==> config.mk <==
export PLATFORM = sky130hd
export DESIGN_NAME = rep_string_seq
export DESIGN_NICKNAME = d
export VERILOG_FILES = /design/src/rtl/rss_pkg.sv /design/src/rtl/rss_count_reg.sv /design/src/rtl/rss_index_step.sv /design/src/rtl/rss_term_eval.sv /design/src/rtl/rep_string_seq.sv
export SDC_FILE = /design/constraint.sdc
export NUM_CORES = 1
export LEC_CHECK = 0
export BUFFER_PORTS_ARGS = -buffer_cell sky130_fd_sc_hd__buf_2
export CORE_ASPECT_RATIO = 1.1
export CORE_MARGIN = 5
export CORE_UTILIZATION = 38
export DETAILED_ROUTE_END_ITERATION = 7
export GPL_TIMING_DRIVEN = 0
export PLACE_DENSITY = 0.71
export SLEW_MARGIN = 5
export SYNTH_ARGS = -nofsm -noshare
export SYNTH_HDL_FRONTEND = slang
export SYNTH_HIERARCHICAL = 1
export SYNTH_SLANG_ARGS = --single-unit
==> constraint.sdc <==
create_clock -name clk -period 3.3 [get_ports clk]
set_input_delay 0.66 -clock clk [delete_from_list [all_inputs] [get_ports clk]]
set_output_delay 0.66 -clock clk [all_outputs]
set_load 0.02 [all_outputs]
==> src/rtl/rss_pkg.sv <==
package rss_pkg;
  localparam logic [1:0] OP_STORE = 2'd0;
  localparam logic [1:0] OP_MOVE  = 2'd1;
  localparam logic [1:0] OP_CMP   = 2'd2;
  localparam logic [1:0] OP_SCAN  = 2'd3;

  localparam logic [1:0] REP_ALL  = 2'd0;
  localparam logic [1:0] REP_EQ   = 2'd1;
  localparam logic [1:0] REP_NE   = 2'd2;

  typedef enum logic {ST_IDLE, ST_RUN} seq_state_e;
endpackage

==> src/rtl/rss_count_reg.sv <==
module rss_count_reg #(
  parameter int CNT_W = 16
) (
  input  logic             clk,
  input  logic             rst,
  input  logic             ld,
  input  logic [CNT_W-1:0] ld_val,
  input  logic             dec,
  output logic [CNT_W-1:0] q,
  output logic [CNT_W-1:0] q_minus
);
  localparam logic [CNT_W-1:0] ONE = CNT_W'(1);

  always_comb q_minus = q - ONE;

  always_ff @(posedge clk) begin
    if (rst)      q <= '0;
    else if (ld)  q <= ld_val;
    else if (dec) q <= q_minus;
  end

  AST_CNT_HOLD: assert property (@(posedge clk) disable iff (rst)
    (!ld && !dec) |=> $stable(q));
endmodule

==> src/rtl/rss_index_step.sv <==
module rss_index_step #(
  parameter int ADDR_W = 16
) (
  input  logic [ADDR_W-1:0] cur,
  input  logic              dir,
  input  logic              word,
  output logic [ADDR_W-1:0] nxt
);
  logic [ADDR_W-1:0] stride;

  always_comb begin
    stride = word ? ADDR_W'(2) : ADDR_W'(1);
    nxt    = dir ? (cur - stride) : (cur + stride);
  end
endmodule

==> src/rtl/rss_term_eval.sv <==
module rss_term_eval
  import rss_pkg::*;
#(
  parameter int CNT_W = 16
) (
  input  logic [CNT_W-1:0] cnt_after,
  input  logic [1:0]       op,
  input  logic [1:0]       rep,
  input  logic             zero,
  output logic             stop
);
  logic flag_op;

  always_comb begin
    flag_op = (op == OP_CMP) || (op == OP_SCAN);
    stop = (cnt_after == '0)
        || (flag_op && (rep == REP_EQ) && !zero)
        || (flag_op && (rep == REP_NE) && zero);
  end
endmodule

==> src/rtl/rep_string_seq.sv <==
module rep_string_seq
  import rss_pkg::*;
#(
  parameter int CNT_W  = 16,
  parameter int ADDR_W = 16
) (
  input  logic              clk,
  input  logic              rst,
  input  logic              ld_en,
  input  logic [CNT_W-1:0]  ld_count,
  input  logic [ADDR_W-1:0] ld_src,
  input  logic [ADDR_W-1:0] ld_dst,
  input  logic              ld_dir,
  input  logic              str_start,
  input  logic [1:0]        str_op,
  input  logic [1:0]        str_rep,
  input  logic              str_word,
  input  logic              loop_start,
  output logic              mem_req,
  output logic [1:0]        mem_op,
  output logic              mem_word,
  output logic [ADDR_W-1:0] mem_src_addr,
  output logic [ADDR_W-1:0] mem_dst_addr,
  input  logic              mem_done,
  input  logic              mem_zero,
  output logic              done,
  output logic              loop_taken,
  output logic [CNT_W-1:0]  count_out
);
  localparam int NIDX = 2;
  localparam int SRC  = 0;
  localparam int DST  = 1;
  localparam logic [CNT_W-1:0] ONE_C = CNT_W'(1);

  seq_state_e        state;
  logic [1:0]        op_q, rep_q;
  logic              word_q, dir_q;
  logic [ADDR_W-1:0] idx_q   [NIDX];
  logic [ADDR_W-1:0] idx_nxt [NIDX];
  logic [ADDR_W-1:0] idx_ld  [NIDX];
  logic              idx_en  [NIDX];
  logic [CNT_W-1:0]  cnt_q, cnt_dec_val;
  logic              idle, acc_ld, acc_str, acc_loop, iter_end, stop, src_moves;

  always_comb begin
    idle      = (state == ST_IDLE);
    acc_ld    = idle && ld_en;
    acc_str   = idle && !ld_en && str_start;
    acc_loop  = idle && !ld_en && !str_start && loop_start;
    iter_end  = (state == ST_RUN) && mem_done;
    src_moves = (op_q == OP_MOVE) || (op_q == OP_CMP);
  end

  assign idx_ld[SRC] = ld_src;
  assign idx_ld[DST] = ld_dst;
  assign idx_en[SRC] = src_moves;
  assign idx_en[DST] = 1'b1;

  rss_count_reg #(.CNT_W(CNT_W)) u_count (
    .clk     (clk),
    .rst     (rst),
    .ld      (acc_ld),
    .ld_val  (ld_count),
    .dec     (iter_end || acc_loop),
    .q       (cnt_q),
    .q_minus (cnt_dec_val)
  );

  rss_term_eval #(.CNT_W(CNT_W)) u_term (
    .cnt_after (cnt_dec_val),
    .op        (op_q),
    .rep       (rep_q),
    .zero      (mem_zero),
    .stop      (stop)
  );

  for (genvar g = 0; g < NIDX; g++) begin : g_idx
    rss_index_step #(.ADDR_W(ADDR_W)) u_step (
      .cur  (idx_q[g]),
      .dir  (dir_q),
      .word (word_q),
      .nxt  (idx_nxt[g])
    );

    always_ff @(posedge clk) begin
      if (rst)                        idx_q[g] <= '0;
      else if (acc_ld)                idx_q[g] <= idx_ld[g];
      else if (iter_end && idx_en[g]) idx_q[g] <= idx_nxt[g];
    end
  end

  always_ff @(posedge clk) begin
    if (rst) begin
      state      <= ST_IDLE;
      op_q       <= OP_STORE;
      rep_q      <= REP_ALL;
      word_q     <= 1'b0;
      dir_q      <= 1'b0;
      done       <= 1'b0;
      loop_taken <= 1'b0;
    end else begin
      done       <= 1'b0;
      loop_taken <= 1'b0;
      if (acc_ld) dir_q <= ld_dir;
      if (acc_str) begin
        op_q   <= str_op;
        rep_q  <= str_rep;
        word_q <= str_word;
        if (cnt_q == '0) done  <= 1'b1;
        else             state <= ST_RUN;
      end
      if (acc_loop) begin
        done       <= 1'b1;
        loop_taken <= (cnt_dec_val != '0);
      end
      if (iter_end && stop) begin
        state <= ST_IDLE;
        done  <= 1'b1;
      end
    end
  end

  assign mem_req      = (state == ST_RUN);
  assign mem_op       = op_q;
  assign mem_word     = word_q;
  assign mem_src_addr = idx_q[SRC];
  assign mem_dst_addr = idx_q[DST];
  assign count_out    = cnt_q;

  AST_REQ_HOLD: assert property (@(posedge clk) disable iff (rst)
    (mem_req && !mem_done) |=> (mem_req && $stable(mem_src_addr) && $stable(mem_dst_addr)
                                && $stable(count_out) && $stable(mem_op)));
  AST_CNT_STEP: assert property (@(posedge clk) disable iff (rst)
    (mem_req && mem_done) |=> (count_out == $past(count_out) - ONE_C));
  AST_DONE_IDLE: assert property (@(posedge clk) disable iff (rst)
    done |-> !mem_req);
  AST_ZERO_SKIP: assert property (@(posedge clk) disable iff (rst)
    (!mem_req && !ld_en && str_start && count_out == '0) |=> (!mem_req && done));
  AST_EQ_STOP: assert property (@(posedge clk) disable iff (rst)
    (mem_req && mem_done && rep_q == REP_EQ && mem_op[1] && !mem_zero) |=> (!mem_req && done));
  AST_NE_STOP: assert property (@(posedge clk) disable iff (rst)
    (mem_req && mem_done && rep_q == REP_NE && mem_op[1] && mem_zero) |=> (!mem_req && done));
  AST_TAKEN_NZ: assert property (@(posedge clk) disable iff (rst)
    loop_taken |-> (done && count_out != '0));
endmodule

# After elaboration in Yosys (flattened, before gate mapping)
# Memory sizes are Yosys's and may differ from the RTL's.
# Cells that the tools add are included.
[op_classes]
add_sub_neg = 5
eq_ne = 5
muxes = 26
bitwise = 7
n_reduce_logical = 27
[ops]
columns = ["operator", "n"]
rows = [
  ["$mux 16", 8],
  ["$add 16x16->16", 2],
  ["$logic_not 16->1", 2],
  ["$sub 16x16->16", 2],
  ["$mux 1", 17],
  ["$reduce_bool 16->1", 1],
  ["$sub 16x1->16 const B", 1],
  ["$logic_and 1x1->1", 12],
  ["$eq 2x2->1 const B", 3],
  ["$logic_or 1x1->1", 5],
  ["$eq 2x1->1 const B", 2],
  ["$or 1x1->1", 4],
  ["$reduce_or 2->1", 2],
  ["$logic_not 1->1", 3],
  ["$not 1->1", 3],
  ["$mux 2", 1],
  ["$reduce_and 2->1", 1],
  ["$reduce_bool 2->1", 1],
]
[word_totals]
reg_bits = 25
mem_bits_rw = 32
input_bits = 61
elab_cells = 79
memories = 1
[memory_table]
columns = ["name", "words", "word_bits", "read_ports", "rd_ports_with_merged_regs", "wr", "line_no", "rtl"]
rows = [
  ["idx_q", 2, 16, 2, 0, 2, "rep_string_seq.sv:38", "logic [ADDR_W-1:0] idx_q [NIDX];"],
]

# Longest topological paths before layout
# Gate-level depths: netlist (run 1).
[depth]
depth_word = 8
depth_mapped = 13

# Cells and area by module
# The synthesis (run 1) kept the hierarchy.
[modules_own_cells]
columns = ["module", "instances", "cells_per_inst", "area_each_um2", "seq_area_each_um2"]
rows = [
  ["rep_string_seq", 1, 123, 1750.4, 1141.1],
  ["rss_index_step", 2, 97, 742.0, 0.0],
  ["rss_count_reg", 1, 155, 1184.9, 320.3],
  ["rss_term_eval", 1, 9, 81.3, 0.0],
]

# Least setup slack after synthesis (run 1)
# OpenSTA, ideal clock, no wires.
[synth_timing]
kind = "register to register"
startpoint = "register dir_q"
endpoint = "memory idx_q[0][12] (data pin)"
setup_time_ns = 0.256
arrival_ns = 2.589
t_required_ns = 3.044
path_slack_ns = 0.454
path_stages_with_launch = 10
path_buffers = 0
period_less_slack_ns = 2.846
cell_sequence = "dfxtp_1 > nand2_1 > fa_1 > nor2b_1 > o211ai_1 > a31o_1 > o211ai_1 > a21oi_1 > xnor2_1 > a22o_1"
[synth_rtl]
columns = ["item", "line_no", "rtl"]
rows = [
  ["start, declared", "rep_string_seq.sv:37", "logic word_q, dir_q;"],
  ["start signal, assigned", "rep_string_seq.sv:104", "if (acc_ld) dir_q <= ld_dir;"],
  ["end, declared", "rep_string_seq.sv:38", ""],
]

==> results of run 1 <==
## per-layer routing
| layer | routed length [um] | up-vias |
|---|---|---|
| li1 | - | 2041 |
| met1 | 5030 | 1921 |
| met2 | 6230 | 163 |
| met3 | 901 | 12 |
| met4 | 123 | 0 |
| met5 | 0 | - |
## cells by family after synthesis
group | Yosys count | share of synthesized area
flip-flops | 57 | 0.325
adder cells (fa/ha/maj) | 33 | 0.0951
AO/OA/AOI/OAI | 136 | 0.231
AND/OR/NAND/NOR | 136 | 0.170
XOR/XNOR | 55 | 0.107
multiplexers | 8 | 0.0178
buffers and inverters | 56 | 0.0545
## cell usage after synthesis (all sizes together) (3+ instances only)
library cell	count
nor4b	3
nand2	27
nand3	11
ha	31
nand4	6
nor4	20
mux2i	8
or4	3
a21oi	34
edfxtp	32
nor2	34
buf	13
a21o	10
o21a	19
o211ai	8
nand2b	8
dfxtp	25
nor2b	6
a31o	3
o21ai	10
xnor2	39
a31oi	4
inv	34
nor3	7
clkbuf	9
xor2	16
a22o	32
a211oi	3
## what timing repair did
| item | in CTS | in global routing |
|---|---|---|
| gates resized for setup | 1 | 0 |
| endpoints found under the setup margin | 10 | 0 |
| hold buffers | 0 | 0 |
| setup buffers | 0 | 0 |
| endpoints found under the hold margin | 0 | 0 |
## worst max-delay path, stage by stage (launching register included)
cell	delay [ns]
dfxtp_2	0.78
nand2_1	0.20
fa_1	0.48
nor2b_1	0.18
o211ai_1	0.16
a31o_1	0.29
o211ai_1	0.16
a21oi_1	0.11
xnor2_1	0.14
a22o_1	0.21
## cell usage in the layout (no fill, tap or decap), drive strengths merged, types with 3 or more instances in the layout
cell / count
clkbuf: 21
nor3: 7
xor2: 16
nor4: 20
ha: 31
nor4b: 3
edfxtp: 32
nand2: 27
or4: 3
dfxtp: 25
a22o: 32
a31o: 3
buf: 127
o21ai: 10
o21a: 19
o211ai: 8
nor2b: 6
mux2i: 8
a211oi: 3
inv: 34
nand4: 6
xnor2: 39
nand2b: 8
nor2: 34
a21oi: 34
a31oi: 4
clkinv: 4
nand3: 11
a21o: 10
## power groups by stage
stage	registers, W	logic (W)	clock network, W
6_report	0.000901	0.000824	0.000819
4_1_cts	0.000901	0.000825	0.000848
3_5_place_dp	0.000915	0.000820	0
5_1_grt	0.000911	0.000904	0.000873
3_3_place_gp	0.000910	0.000798	0
2_1_floorplan	0.000975	0.000528	0
## registers in the layout (all words and copies together) (netlist names)
name and count:
idx_q 32, done 1, mem_op 2, dir_q 1, mem_word 1, u_count/q 16
mem_req 1, rep_q 2, loop_taken 1
## path summary, 6_finish.rpt
kind,from,endpoint,slack [ns]
setup / recovery,dir_q,idx_q[0][12],0.32
hold / removal,rep_q[0],rep_q[0],0.52
setup reg to reg,dir_q,idx_q[0][12],0.32
hold reg to reg,rep_q[0],rep_q[0],0.52
## stage by stage
step	setup TNS (ns)	hold WS [ns]
floorplan	0	0.467
global placement	-0.476	0.482
detailed placement	-1.22	0.518
CTS	0	0.526
global route	0	0.556
finish	0	0.517
## final cells by class
class                           count  area [sq um]  share of cell area
Timing Repair Buffer              114           571               0.103
Clock buffer                       12           236              0.0429
Buffer                             22           118              0.0213
Sequential cell                    57          1460               0.265
Inverter                           34           128              0.0231
Tap cell                          150           188              0.0340
Multi-Input combinational cell    368          2790               0.506
Clock inverter                      4          20.0             0.00363
==> results.cfg, run 1 <==
[die]
dieArea_sq_mm = 0.0141
ios = 115
die_h_um = 124
initial_utilization = 0.390
die_x_um = 114
core_area_sq_mm = 0.0115
placementRows = 41

[grt]
antenna_found_initial = 0
grt_busiest_layer = met2
grt_pass1_wl_mm = 19.7
grt_util_met1 = 0.209
use_met2 = 0.313
grt_use_total = 0.176
grt_max_degree = 32
grtUsageMet3 = 0.0403
grt_pass1_vias = 4182
overflow = 0

[detailed_routing]
postRouteAntennaNets = 0
wl_per_cell_um = 16.1
routed_wl_mm = 12.3
via_count = 4137
drt_pass1_iterations = 5
drc_errors = 0
vias_per_cell = 5.44
drt_iter0_drc = 201

[clock_tree]
insertion_delay_ns = 0.32
clkTransAtPathRegs_ns = 0.05
cts_tree = yes
cts_buffer_depth = 2
ctsHtreeMaxLevel = 3
clockRootBuffer = clkbuf_16
cts_buffers = 9
clock-sinks = 57

[logic_synthesis]
syn_inst = 481
ys_ff_latch = 57
synth_area_leader_cell = edfxtp_1
ys.flop_type = edfxtp_1
synth_top_area_frac = 0.214
syn_nets = 575
synthDistinctLibCells = 57
synthTopCellsByArea = edfxtp_1 (21%), dfxtp_1 (11%), ha_1 (8.6%)
ys_seq_area_frac = 0.325
synth_edf_count = 32
avgSynthCellArea_sq_um = 9.36
yosysWarnings = 6
synthesis.area_sq_mm = 0.00450
synthArstFlopShare = 0

[finish]
fillers = 1134
fin_nets = 700
drive_above_1_share = 0.277
area_delta_synth_final_pct = 22.6
final_util = 0.478
final_cells = 761
insertedDiodeCount = 0
fin_area_sq_mm = 0.00552

[pwr]
power.density_mw_per_mm2 = 461
power.internal_w = 0.00167
seqPwrFrac = 0.354
finalPower_w = 0.00254
irDropWorstVdd_v = 0.000187
pwr-share-comb = 0.324
clkPwrFrac = 0.322
switching_power_w = 0.000878
swShare = 0.345
p_leak_nw = 2.60

[placement]
dp_hpwl_mm = 9.50
gp_congestion = 0.913
dpl-instance-area_sq_mm = 0.00526
place_ws_ns = -0.219
post-place-cells = 745
io_buffers = 114

[setup_path]
rr_worst_depth = 9
worst-setup-path-type = reg -> reg
required_ns = 3.38
crit_path_end_kind = flip-flop
start_kind = flip-flop
cp.arrival_ns = 3.05
crit_fanout = 31

[run]
maxCapViolations = 0

[status]
outcome = completed

[timing]
hold_viol = 0
skew_ns = 0.0128
tightestPinTransition_ns = 0.862
slew_headroom = 0.425
min_period_ns = 2.98
slew_viol_final = 0
finalCritPeriodShare = 0.903
rsz0062_at_grt = false
fmax_mhz = 336
setup_violations = 0
timing.final.ws_setup_ns = 0.321

[hold_path]
whs_path_depth = 2
hp-class = reg -> reg
(Power assumes the default switching activity.)
==> run 2: changes to the inputs <==
Settings changed: ABC_AREA set to 1, PLACE_DENSITY 0.71 to 0.72, SLEW_MARGIN 5 to unset, SYNTH_HIERARCHICAL 1 to unset.
==> run 2 against run 1 <==
Net effect: via count up 11%; worst setup slack better by 0.091 ns; highest routed layer is now met5; clock power increased by 2%; synthesized area fell by 0.75%; first-iteration DRC count rose by 53%.
==> results.cfg, run 2 <==
[timing]
min_period_ns = 2.89
rsz0062_at_grt = false
finalCritPeriodShare = 0.875
hold_viol = 0
timing.final.ws_setup_ns = 0.412
tightestPinTransition_ns = 0.742
setup_violations = 0
slew_headroom = 0.504
slew_viol_final = 0
timing.hold.ws_ns = 0.479
fmax_mhz = 346
skew_ns = 0.00629

[detailed_routing]
postRouteAntennaNets = 0
drt_pass1_iterations = 6
dr.max_layer_used = met5
drc_errors = 0
vias_per_cell = 5.12
met1_length_mm = 5.89
wl_per_cell_um = 14.7
wl_met2_mm = 6.16
dr_wl_met3_um = 875
via_count = 4582
drt_iter0_drc = 307
routed_wl_mm = 13.1

[logic_synthesis]
synth_common_cells = nand2_1 (136), inv_1 (65), nor2_1 (61)
synth_edf_count = 32
synth_area_leader_cell = edfxtp_1
synth_top_area_frac = 0.215
synth_most_common_cell = nand2_1
ys.flop_type = edfxtp_1
syn_nets = 713
synthesis.area_sq_mm = 0.00447
synthArstFlopShare = 0
synthTopCellsByArea = edfxtp_1 (22%), nand2_1 (11%), dfxtp_1 (11%)
syn_inst = 616
yosysWarnings = 0
synthDistinctLibCells = 42
ys_ff_latch = 57
avgSynthCellArea_sq_um = 7.25
ys_seq_area_frac = 0.327

[finish]
fin_area_sq_mm = 0.00548
drive_above_1_share = 0.221
mostFrequentLayoutCell = nand2_1
insertedDiodeCount = 0
top_register = idx_q
area_delta_synth_final_pct = 22.6
multi_input_area_sq_mm = 0.00265
layout_common_cells = nand2_1 (136), buf_2 (119), inv_1 (65)
largest_register_ffs = 32
fillers = 1201
fin_nets = 837
seq_area_sq_mm = 0.00146
top_regs = idx_q: 32 flops, u_count.q: 16 flops

[placement]
io_buffers = 113
dpl-instance-area_sq_mm = 0.00522
place_ws_ns = -0.0330
dp_hpwl_mm = 10.1
gp_congestion = 0.959

[clock_tree]
ctsHtreeMaxLevel = 3
insertion_delay_ns = 0.32
hold_buffers = 0
clkTransAtPathRegs_ns = 0.05
cts_buffer_depth = 2
postCtsSetupRepairBufs = 0
clock-sinks = 57
post_cts_resized = 1
cts_tree = yes
clockRootBuffer = clkbuf_16
cts_buffers = 9

[pwr]
p_leak_nw = 2.76
power.density_mw_per_mm2 = 468
irDropWorstVdd_v = 0.000188
finalPower_w = 0.00256

[setup_path]
crit_path_start = dir_q
crit_path_end_kind = flip-flop
worst-setup-path-type = reg -> reg
rr_worst_depth = 14
required_ns = 3.38
start_kind = flip-flop
crit_fanout = 30
timing.rr.start = dir_q
cp.arrival_ns = 2.97

[grt]
overflow = 0
antenna_found_initial = 1
grt_pass1_wl_mm = 21.1
grt_pass1_vias = 4518
grt_max_degree = 31
grt_use_total = 0.189

[die]
die_x_um = 113
die_h_um = 124
placementRows = 41
dieArea_sq_mm = 0.0140
ios = 115
core_area_sq_mm = 0.0115
initial_utilization = 0.389

[hold_path]
hp-class = reg -> reg
min_from = rep_q[0]
whs_path_depth = 2

[run]
maxCapViolations = 0

[status]
outcome = completed
-- run 2: cell types whose count changed in the layout (fill, tap and decap cells not counted), moves of 9 or more --
cell      before  now
o21a_1        19    0
xnor2_1       39    4
a22o_1        32    3
nand2_1       26  136
a221oi_1       0   10
inv_1         34   65
o21ai_0        7   26
nor4_1        15    0
nor2_1        33   61
nand3_1       11   53
o21ai_1        1   10
a21oi_1       28   58
-- run 2: report_power, final --
| part | switching (W) | internal (W) | total [W] | leakage [nW] |
|---|---|---|---|---|
| logic | 0.000529 | 0.000289 | 0.000818 | 2.07 |
| registers | 0.0000754 | 0.000832 | 0.000907 | 0.557 |
| clock network | 0.000333 | 0.000503 | 0.000836 | 0.130 |
-- run 2: final timing paths --
check	slack (ns)	to
worst max-delay path	0.41	idx_q[0][10]
worst min-delay path	0.48	rep_q[0]
worst max register to register	0.41	idx_q[0][10]
worst min register to register	0.48	rep_q[0]
-- run 2: through the flow --
step	util	std cells	setup TNS [ns]
floorplan	-	616	0
global placement	0.454	879	-0.0155
detailed placement	0.454	879	-0.0330
CTS	0.477	895	0
global route	0.477	895	0
finish	0.477	895	0
-- run 2: area by class of cell --
class                      count  share of cell area
multi-input combinational    471               0.484
sequential                    57               0.267
timing repair buffer         113               0.103
inverter                      73              0.0500
clock buffer                  12              0.0432
tap                          150              0.0343
buffer                        15              0.0142
clock inverter                 4             0.00365
-- run 2: routing by layer --
layer,vias up,global-route usage
met5,-,0
met4,2,0.0684
met3,15,0.0384
met2,143,0.326
met1,2060,0.236
li1,2362,-
-- run 2: logic make-up after synthesis --
| kind of cell | Yosys count | share of synthesized area |
|---|---|---|
| simple gates | 287 | 0.283 |
| flops | 57 | 0.327 |
| compound gates | 133 | 0.178 |
| fa+ha+maj | 36 | 0.104 |
| xor+xnor | 15 | 0.0294 |
| buf+inv | 88 | 0.0787 |
-- run 2: critical path: stages (launching register included) --
cell and delay (ns):
dfxtp_2 0.77, inv_1 0.08, nor2_1 0.35, fa_1 0.30
nand3_1 0.08, nand3_1 0.15, inv_2 0.06, o21ai_2 0.18
inv_2 0.04, o21ai_1 0.22, nand3_1 0.15, nand2_1 0.09
nand2_1 0.05, nand3_1 0.07, nand2_1 0.05
==> run 3: changes to the inputs <==
Settings changed: RECOVER_POWER set to 25.
==> run 3 against run 2 <==
Net effect: clock power hardly changed; non-clock buffer count did not move; core utilization fell by 0.37 points; design area decreased by 0.78%; largest cell class unchanged; highest routed layer unchanged.
==> results.cfg, run 3 (synthesized netlist as in run 2, its figures left out) <==
[clock_tree]
hold_buffers = 0
ctsHtreeMaxLevel = 3
insertion_delay_ns = 0.33
clockRootBuffer = clkbuf_16
clkTransAtPathRegs_ns = 0.05
cts_buffer_depth = 2
postCtsSetupRepairBufs = 0
cts_tree = yes
clock-sinks = 57
cts_buffers = 9

[detailed_routing]
drt_iter0_drc = 280
postRouteAntennaNets = 0
routed_wl_mm = 13.1
via_count = 4581
vias_per_cell = 5.12
drt_pass1_iterations = 6
wl_per_cell_um = 14.7
drc_errors = 0

[pwr]
seqPwrFrac = 0.356
finalPower_w = 0.00255
swShare = 0.367
power.internal_w = 0.00161
switching_power_w = 0.000936
power.density_mw_per_mm2 = 469
pwr-share-comb = 0.317
irDropWorstVdd_v = 0.000187
p_leak_nw = 2.65
clkPwrFrac = 0.327

[hold_path]
min_from = rep_q[0]
whs_path_depth = 2
hold_path_end = rep_q[0]
hp-class = reg -> reg

[timing]
tightestPinTransition_ns = 0.749
setup_violations = 0
timing.hold.ws_ns = 0.480
skew_ns = 0.00720
fmax_mhz = 347
slew_headroom = 0.499
hold_viol = 0
rsz0062_at_grt = false
min_period_ns = 2.88
finalCritPeriodShare = 0.874
slew_viol_final = 0

[setup_path]
worst-setup-path-type = reg -> reg
rrSetupSlack_ns = 0.42
required_ns = 3.38
cp_num_buf_inv = 3
rr_worst_depth = 14
crit_fanout = 30
start_kind = flip-flop
max_stage_delay_ns = 0.77
cp.arrival_ns = 2.96
critPathMostFrequentCell = nand3_1
reg2reg_to = idx_q[0][10]
cp_top_family = simple AND/OR/NAND/NOR gates
cpMaxStageDelayCell = dfxtp_2
crit_chain = inv_1 > nor2_1 > fa_1 > nand3_1 > nand3_1 > inv_2 > o21ai_2 > inv_2 > o21ai_1 > nand3_1 > nand2_1 > nand2_1 > nand3_1 > nand2_1
timing.rr.start = dir_q
crit_path_end_kind = flip-flop

[finish]
fin_nets = 837
largest_register_ffs = 32
top_regs = idx_q: 32 flops, u_count.q: 16 flops
area_delta_synth_final_pct = 21.7
insertedDiodeCount = 0
drive_above_1_share = 0.179
mostFrequentLayoutCell = nand2_1
top_register = idx_q
layout_common_cells = nand2_1 (136), buf_2 (88), inv_1 (65)

[grt]
grt_use_total = 0.189
grt_max_degree = 31
grt_pass1_wl_mm = 21.1
antenna_found_initial = 1
overflow = 0
grt_pass1_vias = 4518

[die]
initial_utilization = 0.389
die_h_um = 124
ios = 115
die_x_um = 113
dieArea_sq_mm = 0.0140
core_area_sq_mm = 0.0115
placementRows = 41

[placement]
io_buffers = 113
dp_hpwl_mm = 10.1
gp_congestion = 0.959

[status]
outcome = completed

[run]
maxCapViolations = 0
[run 3: what timing repair did]
| item | 4_1_cts | 5_1_grt |
|---|---|---|
| endpoints found under the hold margin | 0 | 0 |
| endpoints found under the setup margin | 1 | 0 |
| resized for setup | 1 | 0 |
[run 3: layout make-up]
type	count	area, sq um
repair buffers	113	527
inverters	73	274
clock buffers	12	236
flip-flops and latches	57	1460
well taps	150	188
plain buffers	15	73.8
fillers	1204	6060
clock inverters	4	20.0
multi-input cells	471	2650
[run 3: worst max-delay path by stage]
| stage | from | to | slack (ns) | cells after the start |
|---|---|---|---|---|
| finish | dir_q | idx_q[0][10] | 0.42 | 14 |
| global route | dir_q | idx_q[1][15] | 0.09 | 13 |
| CTS | dir_q | idx_q[0][10] | 0.38 | 14 |
| detailed placement | dir_q | idx_q[0][10] | -0.03 | 14 |
| global placement | dir_q | idx_q[0][10] | -0.02 | 14 |
| floorplan | dir_q | idx_q[1][15] | 0.67 | 13 |
[run 3: stage by stage]
| step | utilization | setup slack (ns) | setup TNS, ns | instances | area [sq um] |
|---|---|---|---|---|---|
| 6_report | 0.473 | 0.416 | 0 | 895 | 5440 |
| 5_1_grt | 0.473 | 0.0907 | 0 | 895 | 5440 |
| 4_1_cts | 0.477 | 0.384 | 0 | 895 | 5480 |
| 3_5_place_dp | 0.454 | -0.0330 | -0.0330 | 879 | 5220 |
| 3_3_place_gp | 0.454 | -0.0155 | -0.0155 | 879 | 5220 |
| 2_1_floorplan | - | 0.673 | 0 | 616 | 4470 |
[run 3: tightest hold or removal path: stages, from the launching register on]
cell and delay (ns):
dfxtp_1 0.29, inv_1 0.08, a21oi_1 0.06
[run 3: layer usage]
metal	share of wire	track usage
met1	0.44	0.236
met2	0.47	0.326
met3	0.072	0.0384
met4	0.016	0.0684
met5	0.00099	0
[run 3: power by group through the flow]
stage / Sequential (W) / Clock (W) / Combinational (W)
final: 0.000908 / 0.000834 / 0.000807
after global routing: 0.000918 / 0.000881 / 0.000911
after CTS: 0.000907 / 0.000855 / 0.000819
after detailed placement: 0.000920 / 0 / 0.000814
after global placement: 0.000919 / 0 / 0.000811
after floorplan: 0.000989 / 0 / 0.000502
